`src/rtl/sram_ctl_pkg.sv`:
```
package sram_ctl_pkg;

  // Sequencer phases
  typedef enum logic [2:0] {
    ST_IDLE,
    ST_RD_ACC,
    ST_RD_TURN,
    ST_WR_SETUP,
    ST_WR_WZ,
    ST_WR_DATA,
    ST_WR_HOLD
  } ctlState_t;

  // Registered memory-side strobes (active-low except the driver enable)
  typedef struct packed {
    logic ceN;
    logic weN;
    logic oeN;
    logic doutEn;
  } busStrobes_t;

  // Control to datapath
  typedef struct packed {
    logic loadReq;
    logic capRead;
  } dpCtl_t;

  // Whole cycles covering a time, never less than one
  function automatic int cyclesFor(input int timePs, input int clkPs);
    int c;
    c = (timePs + clkPs - 1) / clkPs;
    return (c < 1) ? 1 : c;
  endfunction

  function automatic int maxOf(input int a, input int b);
    return (a > b) ? a : b;
  endfunction

endpackage

```
`src/rtl/sram_ctl_dpath.sv`:
```
module sram_ctl_dpath
  import sram_ctl_pkg::*;
#(
  parameter int ADDR_W = 12,
  parameter int DATA_W = 4
) (
  input  logic              clk,
  input  logic              rstN,
  input  dpCtl_t            ctl,
  input  logic [ADDR_W-1:0] reqAddr,
  input  logic [DATA_W-1:0] reqWdata,
  input  logic [DATA_W-1:0] memDin,
  output logic [ADDR_W-1:0] memAddr,
  output logic [DATA_W-1:0] memDout,
  output logic [DATA_W-1:0] rspRdata
);

  // Address and write value are latched once per access and held
  always_ff @(posedge clk or negedge rstN) begin
    if (!rstN) begin
      memAddr <= '0;
      memDout <= '0;
    end else if (ctl.loadReq) begin
      memAddr <= reqAddr;
      memDout <= reqWdata;
    end
  end

  // Read capture on the last access cycle
  always_ff @(posedge clk or negedge rstN) begin
    if (!rstN) begin
      rspRdata <= '0;
    end else if (ctl.capRead) begin
      rspRdata <= memDin;
    end
  end

endmodule

```
`src/rtl/sram_ctl_fsm.sv`:
```
module sram_ctl_fsm
  import sram_ctl_pkg::*;
#(
  parameter int RD_CYC   = 3,
  parameter int TURN_CYC = 1,
  parameter int WZ_CYC   = 1,
  parameter int DATA_CYC = 1,
  parameter int CNT_W    = 2
) (
  input  logic        clk,
  input  logic        rstN,
  input  logic        reqValid,
  input  logic        reqWrite,
  output logic        reqReady,
  output logic        rspValid,
  output busStrobes_t strobes,
  output dpCtl_t      dpCtl
);

  ctlState_t        state;
  logic [CNT_W-1:0] cnt;
  logic             accept;
  logic             cntDone;

  always_comb begin
    reqReady      = (state == ST_IDLE);
    accept        = reqValid && reqReady;
    cntDone       = (cnt == '0);
    dpCtl.loadReq = accept;
    dpCtl.capRead = (state == ST_RD_ACC) && cntDone;
  end

  always_ff @(posedge clk or negedge rstN) begin
    if (!rstN) begin
      state    <= ST_IDLE;
      cnt      <= '0;
      strobes  <= '{ceN: 1'b1, weN: 1'b1, oeN: 1'b1, doutEn: 1'b0};
      rspValid <= 1'b0;
    end else begin
      rspValid <= 1'b0;
      case (state)
        ST_IDLE: begin
          if (accept) begin
            strobes.ceN <= 1'b0;
            if (reqWrite) begin
              state <= ST_WR_SETUP;
            end else begin
              strobes.oeN <= 1'b0;
              cnt         <= CNT_W'(RD_CYC - 1);
              state       <= ST_RD_ACC;
            end
          end
        end
        ST_RD_ACC: begin
          if (cntDone) begin
            strobes.ceN <= 1'b1;
            strobes.oeN <= 1'b1;
            rspValid    <= 1'b1;
            cnt         <= CNT_W'(TURN_CYC - 1);
            state       <= ST_RD_TURN;
          end else begin
            cnt <= cnt - 1'b1;
          end
        end
        ST_RD_TURN: begin
          if (cntDone) state <= ST_IDLE;
          else         cnt   <= cnt - 1'b1;
        end
        ST_WR_SETUP: begin
          strobes.weN <= 1'b0;
          cnt         <= CNT_W'(WZ_CYC - 1);
          state       <= ST_WR_WZ;
        end
        ST_WR_WZ: begin
          if (cntDone) begin
            strobes.doutEn <= 1'b1;
            cnt            <= CNT_W'(DATA_CYC - 1);
            state          <= ST_WR_DATA;
          end else begin
            cnt <= cnt - 1'b1;
          end
        end
        ST_WR_DATA: begin
          if (cntDone) begin
            strobes.weN <= 1'b1;
            strobes.ceN <= 1'b1;
            state       <= ST_WR_HOLD;
          end else begin
            cnt <= cnt - 1'b1;
          end
        end
        ST_WR_HOLD: begin
          strobes.doutEn <= 1'b0;
          state          <= ST_IDLE;
        end
        default: state <= ST_IDLE;
      endcase
    end
  end

endmodule

```
`src/rtl/async_sram_ctl.sv`:
```
module async_sram_ctl
  import sram_ctl_pkg::*;
#(
  parameter int ADDR_W    = 12,
  parameter int DATA_W    = 4,
  parameter int CLK_PS    = 10000,
  parameter int T_ACC_PS  = 25000,
  parameter int T_RC_PS   = 25000,
  parameter int T_HZ_PS   = 10000,
  parameter int T_WP_PS   = 20000,
  parameter int T_DW_PS   = 10000,
  parameter int T_WZ_PS   = 7000
) (
  input  logic              clk,
  input  logic              rstN,
  input  logic              reqValid,
  output logic              reqReady,
  input  logic              reqWrite,
  input  logic [ADDR_W-1:0] reqAddr,
  input  logic [DATA_W-1:0] reqWdata,
  output logic              rspValid,
  output logic [DATA_W-1:0] rspRdata,
  output logic [ADDR_W-1:0] memAddr,
  output logic              memCeN,
  output logic              memWeN,
  output logic              memOeN,
  output logic [DATA_W-1:0] memDout,
  output logic              memDoutEn,
  input  logic [DATA_W-1:0] memDin
);

  localparam int RD_CYC   = maxOf(cyclesFor(T_ACC_PS, CLK_PS), cyclesFor(T_RC_PS, CLK_PS));
  localparam int TURN_CYC = cyclesFor(T_HZ_PS, CLK_PS);
  localparam int WZ_CYC   = cyclesFor(T_WZ_PS, CLK_PS);
  localparam int WP_CYC   = cyclesFor(T_WP_PS, CLK_PS);
  localparam int DW_CYC   = cyclesFor(T_DW_PS, CLK_PS);
  localparam int DATA_CYC = maxOf(DW_CYC, WP_CYC - WZ_CYC);
  localparam int MAX_CYC  = maxOf(maxOf(RD_CYC, TURN_CYC), maxOf(WZ_CYC, DATA_CYC));
  localparam int CNT_W    = maxOf(1, $clog2(MAX_CYC));

  busStrobes_t strobes;
  dpCtl_t      dpCtl;

  sram_ctl_fsm #(
    .RD_CYC   (RD_CYC),
    .TURN_CYC (TURN_CYC),
    .WZ_CYC   (WZ_CYC),
    .DATA_CYC (DATA_CYC),
    .CNT_W    (CNT_W)
  ) i_fsm (
    .clk      (clk),
    .rstN     (rstN),
    .reqValid (reqValid),
    .reqWrite (reqWrite),
    .reqReady (reqReady),
    .rspValid (rspValid),
    .strobes  (strobes),
    .dpCtl    (dpCtl)
  );

  sram_ctl_dpath #(
    .ADDR_W (ADDR_W),
    .DATA_W (DATA_W)
  ) i_dpath (
    .clk      (clk),
    .rstN     (rstN),
    .ctl      (dpCtl),
    .reqAddr  (reqAddr),
    .reqWdata (reqWdata),
    .memDin   (memDin),
    .memAddr  (memAddr),
    .memDout  (memDout),
    .rspRdata (rspRdata)
  );

  assign memCeN    = strobes.ceN;
  assign memWeN    = strobes.weN;
  assign memOeN    = strobes.oeN;
  assign memDoutEn = strobes.doutEn;

endmodule

```
`config.mk`:
```
export PLATFORM = sky130hd
export DESIGN_NAME = async_sram_ctl
export DESIGN_NICKNAME = d
export VERILOG_FILES = /design/src/rtl/sram_ctl_pkg.sv /design/src/rtl/sram_ctl_dpath.sv /design/src/rtl/sram_ctl_fsm.sv /design/src/rtl/async_sram_ctl.sv
export SDC_FILE = /design/constraint.sdc
export NUM_CORES = 1
export LEC_CHECK = 0
export BUFFER_PORTS_ARGS = -buffer_cell sky130_fd_sc_hd__buf_2
export CORE_AREA = 2 2 57 59
export CTS_CLUSTER_DIAMETER = 200
export DETAILED_ROUTE_END_ITERATION = 6
export DIE_AREA = 0 0 59 61
export PLACE_DENSITY = 0.77
export SYNTH_ARGS = -nofsm -noshare
export SYNTH_HDL_FRONTEND = slang
export SYNTH_HIERARCHICAL = 1
export SYNTH_SLANG_ARGS = --single-unit
```
`constraint.sdc`:
```
create_clock -name clk -period 4.3 [get_ports clk]
set_input_delay 0.645 -clock clk [delete_from_list [all_inputs] [get_ports clk]]
set_output_delay 0.645 -clock clk [all_outputs]
set_load 0.03 [all_outputs]
```
After elaboration in Yosys (flattened, before gate mapping)
Cells that the tools add are included.
Storage, ports and cells
  output and inout port bits: 26
  register bits: 30
  logic and storage cells: 64
  bits of input ports: 24
Operators by class
  eq/ne operators: 13
  reductions and logical operators: 17
  multiplexer cells: 23
  add/sub/neg operators: 1
Operators by type and width (number)
  $pmux W3 S6: 1
  $mux W3: 5
  $mux W2: 6
  $reduce_and A4 Y1: 3
  $ne A2 B1 Y1 const B: 5
  $eq A3 B3 Y1 const B: 3
  $pmux W2 S4: 1
  $eq A3 B2 Y1 const B: 2
  $mux W1: 6
  $pmux W1 S2: 3
  $reduce_bool A2 Y1: 3
  $reduce_and A5 Y1: 1
  $ne A2 B2 Y1 const B: 2
  $reduce_and A2 Y1: 2
  $reduce_bool A4 Y1: 1
  $reduce_or A2 Y1: 2
  $eq A3 B1 Y1 const B: 1
  $logic_not A3 Y1: 1
  $pmux W1 S3: 1
  $reduce_bool A3 Y1: 1
  $logic_and A1 B1 Y1: 2
  $logic_not A2 Y1: 1
  $sub A2 B1 Y2 const B: 1

Depth between registers and ports, before layout
  word-level depth: 4
  gate-level depth with buffers: 8
  gate-level depth less buffers: 6

Modules after synthesis
Netlist, hierarchy kept.
By module, submodules not included
  sram_ctl_dpath: cells each 42, sequential area each 500.5 um^2, area an instance 794.5 um^2, instances 1
  sram_ctl_fsm: cells each 69, sequential area each 254.0 um^2, area an instance 631.9 um^2, instances 1

Least setup slack after synthesis
No wires, ideal clock.
  path type: register -> register
  start point: register i_fsm.state[0]
  end point: register i_dpath.memAddr[0]
  buffers on the path: 5
  cell stages (with the launch flop): 9
  required time: 4.175 ns
  setup slack: 1.979 ns
  period minus slack after synthesis: 2.321 ns
  arrival: 2.196 ns
  setup time: 0.125 ns
  cell sequence: dfrtp_1 buf_6 buf_2 nor3_1 and2_1 buf_4 buf_6 buf_12 mux2_4
Between the ends
  cells in the longest elaborated chain, start to end: 2
Ends and longest elaborated chain
  start, declared: line sram_ctl_fsm.sv:20  | ctlState_t state;
  start signal, assigned: line sram_ctl_fsm.sv:35  | state <= ST_IDLE;
  start signal, assigned: line sram_ctl_fsm.sv:46  | state <= ST_WR_SETUP;
  start signal, assigned: line sram_ctl_fsm.sv:50  | state <= ST_RD_ACC;
  $logic_not A3 Y1: line sram_ctl_fsm.sv:26  | reqReady = (state == ST_IDLE);
  named net reqReady: line async_sram_ctl.sv:17  | output logic reqReady,
  $logic_and A1 B1 Y1: line sram_ctl_fsm.sv:27  | accept = reqValid && reqReady;
  named net i_fsm.accept: line sram_ctl_fsm.sv:22  | logic accept;
  end signal, assigned: line sram_ctl_dpath.sv:24  | memAddr <= reqAddr;
  end, declared: line sram_ctl_dpath.sv:13  | output logic [ADDR_W-1:0] memAddr,
The timed path passes the listed nets, and every way through them passes these cells.
A chain may end at the register's enable or synchronous reset.

==> impl_metrics.tcl <==
set metrics [dict create \
    die_w_um 59 \
    fin_crit_sh_pct 48.09 \
    cts_tree "done" \
    dr_total_vias 999 \
    maxSlewViolCount 0 \
    ctsHoldBuffers 0 \
    drv_cap 0 \
    nets 186 \
    ys_ff_latch 30 \
    clk_path_buf_depth 2 \
    critPathArrivalTime_ns 2.27 \
    cts_resized 0 \
    die_h_um 61 \
    post_cts.repair.setup_buffers 0 \
    synth.top_cell.area_share_pct 47.37 \
    dieArea_um2 3599 \
    antenna_left 0 \
    yosysWarnings 6 \
    fmax_mhz 483.6 \
    setup_tns_ns 0 \
    route.detailed.drc 0 \
    holdWs_ns 0.3337 \
    start_util_pct 48.31 \
    cts_buffers 5 \
    ys_seq_area_share_pct 52.89 \
    cp_max_fo 16 \
    syn_inst 111 \
    instances_no_fill 193 \
    period_minus_slack_ns 2.068 \
    stdcell_area_um2 1679 \
    grtUsageMet2_pct 28.41 \
    power_density_nw_per_um2 890.4 \
    clock-sinks 30 \
    netlist_area_um2 1426 \
    r2r_slack_ns 2.23 \
    worst_slew_margin_rel_pct 43.13 \
    startpoint_type "flip-flop" \
    grt_most_used_layer "met2" \
    antenna_found_initial 0 \
    rsz0062_at_grt "false" \
    syn_nets 138 \
    dpl_cell_area_um2 1630 \
    clk_latency_ns 0.32 \
    finalWeightedCongestion 0.7580 \
    rr_worst_depth 3 \
    area_delta_synth_final_pct 17.72 \
    critical_path_class "flip-flop to flip-flop" \
    rows 20 \
    grtUsageTotal_pct 16.98 \
    clock-root-buffer "clkbuf_4" \
    drive_above_1_share_pct 51.25 \
    wire_per_inst_um 13.73 \
    setup_ws_ns 2.232 \
    required_ns 4.51 \
    tightest_slew_ns 0.8531 \
    ir_drop_mv 0.4947 \
    synth.avg_cell_area_um2 12.85 \
    post-synth-top-area-cell "dfrtp_1" \
    totalPowerFinal_mw 1.495 \
    io_pins 50 \
    drt_pass1_iterations 4 \
    use_met3_pct 7.036 \
    place_inst 185 \
    crit_path_end_kind "flip-flop" \
    r2r_start "i_fsm/state[1]" \
    grtUsageMet1_pct 19.43 \
    via_per_inst 5.176 \
    place_ws_ns 2.226 \
    num_antenna_cells 0 \
    wl_um 2649 \
    status "completed" \
    p_leak_nw 0.8218 \
    hpwlAfterDp_um 1945 \
    grt_max_degree 31 \
    grt_overflow_total 0 \
    synth.distinct_cells 33 \
    coreArea_um2 2953 \
    final_core_util_pct 56.86 \
    portBuffers 49 \
    hp-class "primary input to asynchronous set/reset pin" \
    grt_pass1_vias 1026 \
    netlist_top_cells_area "dfrtp_1, mux2_4, mux2_2, dfstp_2, a21oi_1" \
    grt_pass1_wl_um 4443 \
    htree_levels 2 \
    fill_cells 275 \
    setup_viol 0 \
    path_clk_slew_ns 0.09 \
    drtIter0Drc 20 \
    hold_viol_final 0 \
    rr_endpoint "i_dpath/memDout[1]" \
    skew_ns 0.008590 \
]
-- sequential cells by signal, summed over array words and instances, names as in the netlist --
| signal | cells |
|---|---|
| i_fsm/strobes | 4 |
| i_fsm/state | 3 |
| i_dpath/rspRdata | 4 |
| i_fsm/rspValid | 1 |
| i_fsm/cnt | 2 |
| i_dpath/memAddr | 12 |
| i_dpath/memDout | 4 |
-- routing by layer --
| layer | vias up | wire length (µm) |
|---|---|---|
| li1 | 477 | - |
| met1 | 483 | 1130 |
| met2 | 34 | 1286 |
| met3 | 5 | 183 |
| met4 | 0 | 48 |
| met5 | - | 0 |
-- cells in the mapped netlist --
library cell	count
dfrtp_1	27
mux2_2	11
mux2_4	10
a21oi_1	9
nor2_1	7
nand2_1	5
buf_6	4
dfstp_2	3
ha_1	3
inv_1	3
nand2b_1	3
nor3_1	3
mux2i_1	2
o21ai_0	2
a22oi_1	1
a311oi_1	1
a31oi_1	1
and2_1	1
and2b_2	1
buf_12	1
buf_2	1
buf_4	1
clkbuf_2	1
inv_2	1
nand3_1	1
nand4_1	1
nor2b_2	1
o21a_1	1
o221ai_1	1
o22ai_2	1
o32ai_1	1
or2b_1	1
or3_1	1
-- worst max path at each step --
stage / from / to / cells past startpoint
after floorplan: i_fsm/state[0] / i_dpath/memAddr[0] / 8
after global placement: i_fsm/state[0] / i_dpath/memAddr[11] / 3
after detailed placement: i_fsm/state[0] / i_dpath/memDout[1] / 3
after CTS: i_fsm/state[0] / i_dpath/memDout[1] / 3
after global routing: i_fsm/state[0] / i_dpath/memDout[1] / 3
final: i_fsm/state[1] / i_dpath/memDout[1] / 3
-- final cells by class --
class	count	area, µm²	share of cell area (%)
Sequential cell	30	754.5	44.93
Multi-Input combinational cell	69	574.3	34.20
Timing Repair Buffer	49	245.2	14.61
Clock buffer	8	48.80	2.906
Tap cell	33	41.29	2.459
Inverter	4	15.01	0.8942
-- worst max-delay path: stages, from the launching register on --
cell     delay [ns]
dfrtp_1        0.55
nor3_1         0.26
and2_1         0.72
mux2_2         0.42
-- layout by cell type (no fill, tap or decap), types with 2 or more instances in the layout --
master     n
nand2_1    5
clkbuf_1   3
nor3_1     3
inv_1      3
mux2i_1    2
ha_1       3
a21oi_1    9
mux2_2    11
dfrtp_1   27
nor2_1     7
o21ai_0    2
clkbuf_4   5
mux2_4    10
nand2b_1   3
dfstp_2    3
buf_2     49
-- power by group --
group	internal [mW]	switching, mW
logic	0.323	0.469
clock network	0.0650	0.0896
registers	0.429	0.119
-- logic make-up (layout without fill, tap and decap cells) --
| family | count (synthesis) | count (layout) | share of synthesized area (%) |
|---|---|---|---|
| compound gates | 18 | 18 | 8.071 |
| mux | 23 | 23 | 20.61 |
| fa+ha+maj | 3 | 3 | 2.632 |
| simple gates | 25 | 25 | 8.949 |
| buf+inv | 12 | 61 | 6.841 |
| flops | 30 | 30 | 52.90 |
(Power assumes the default switching activity.)
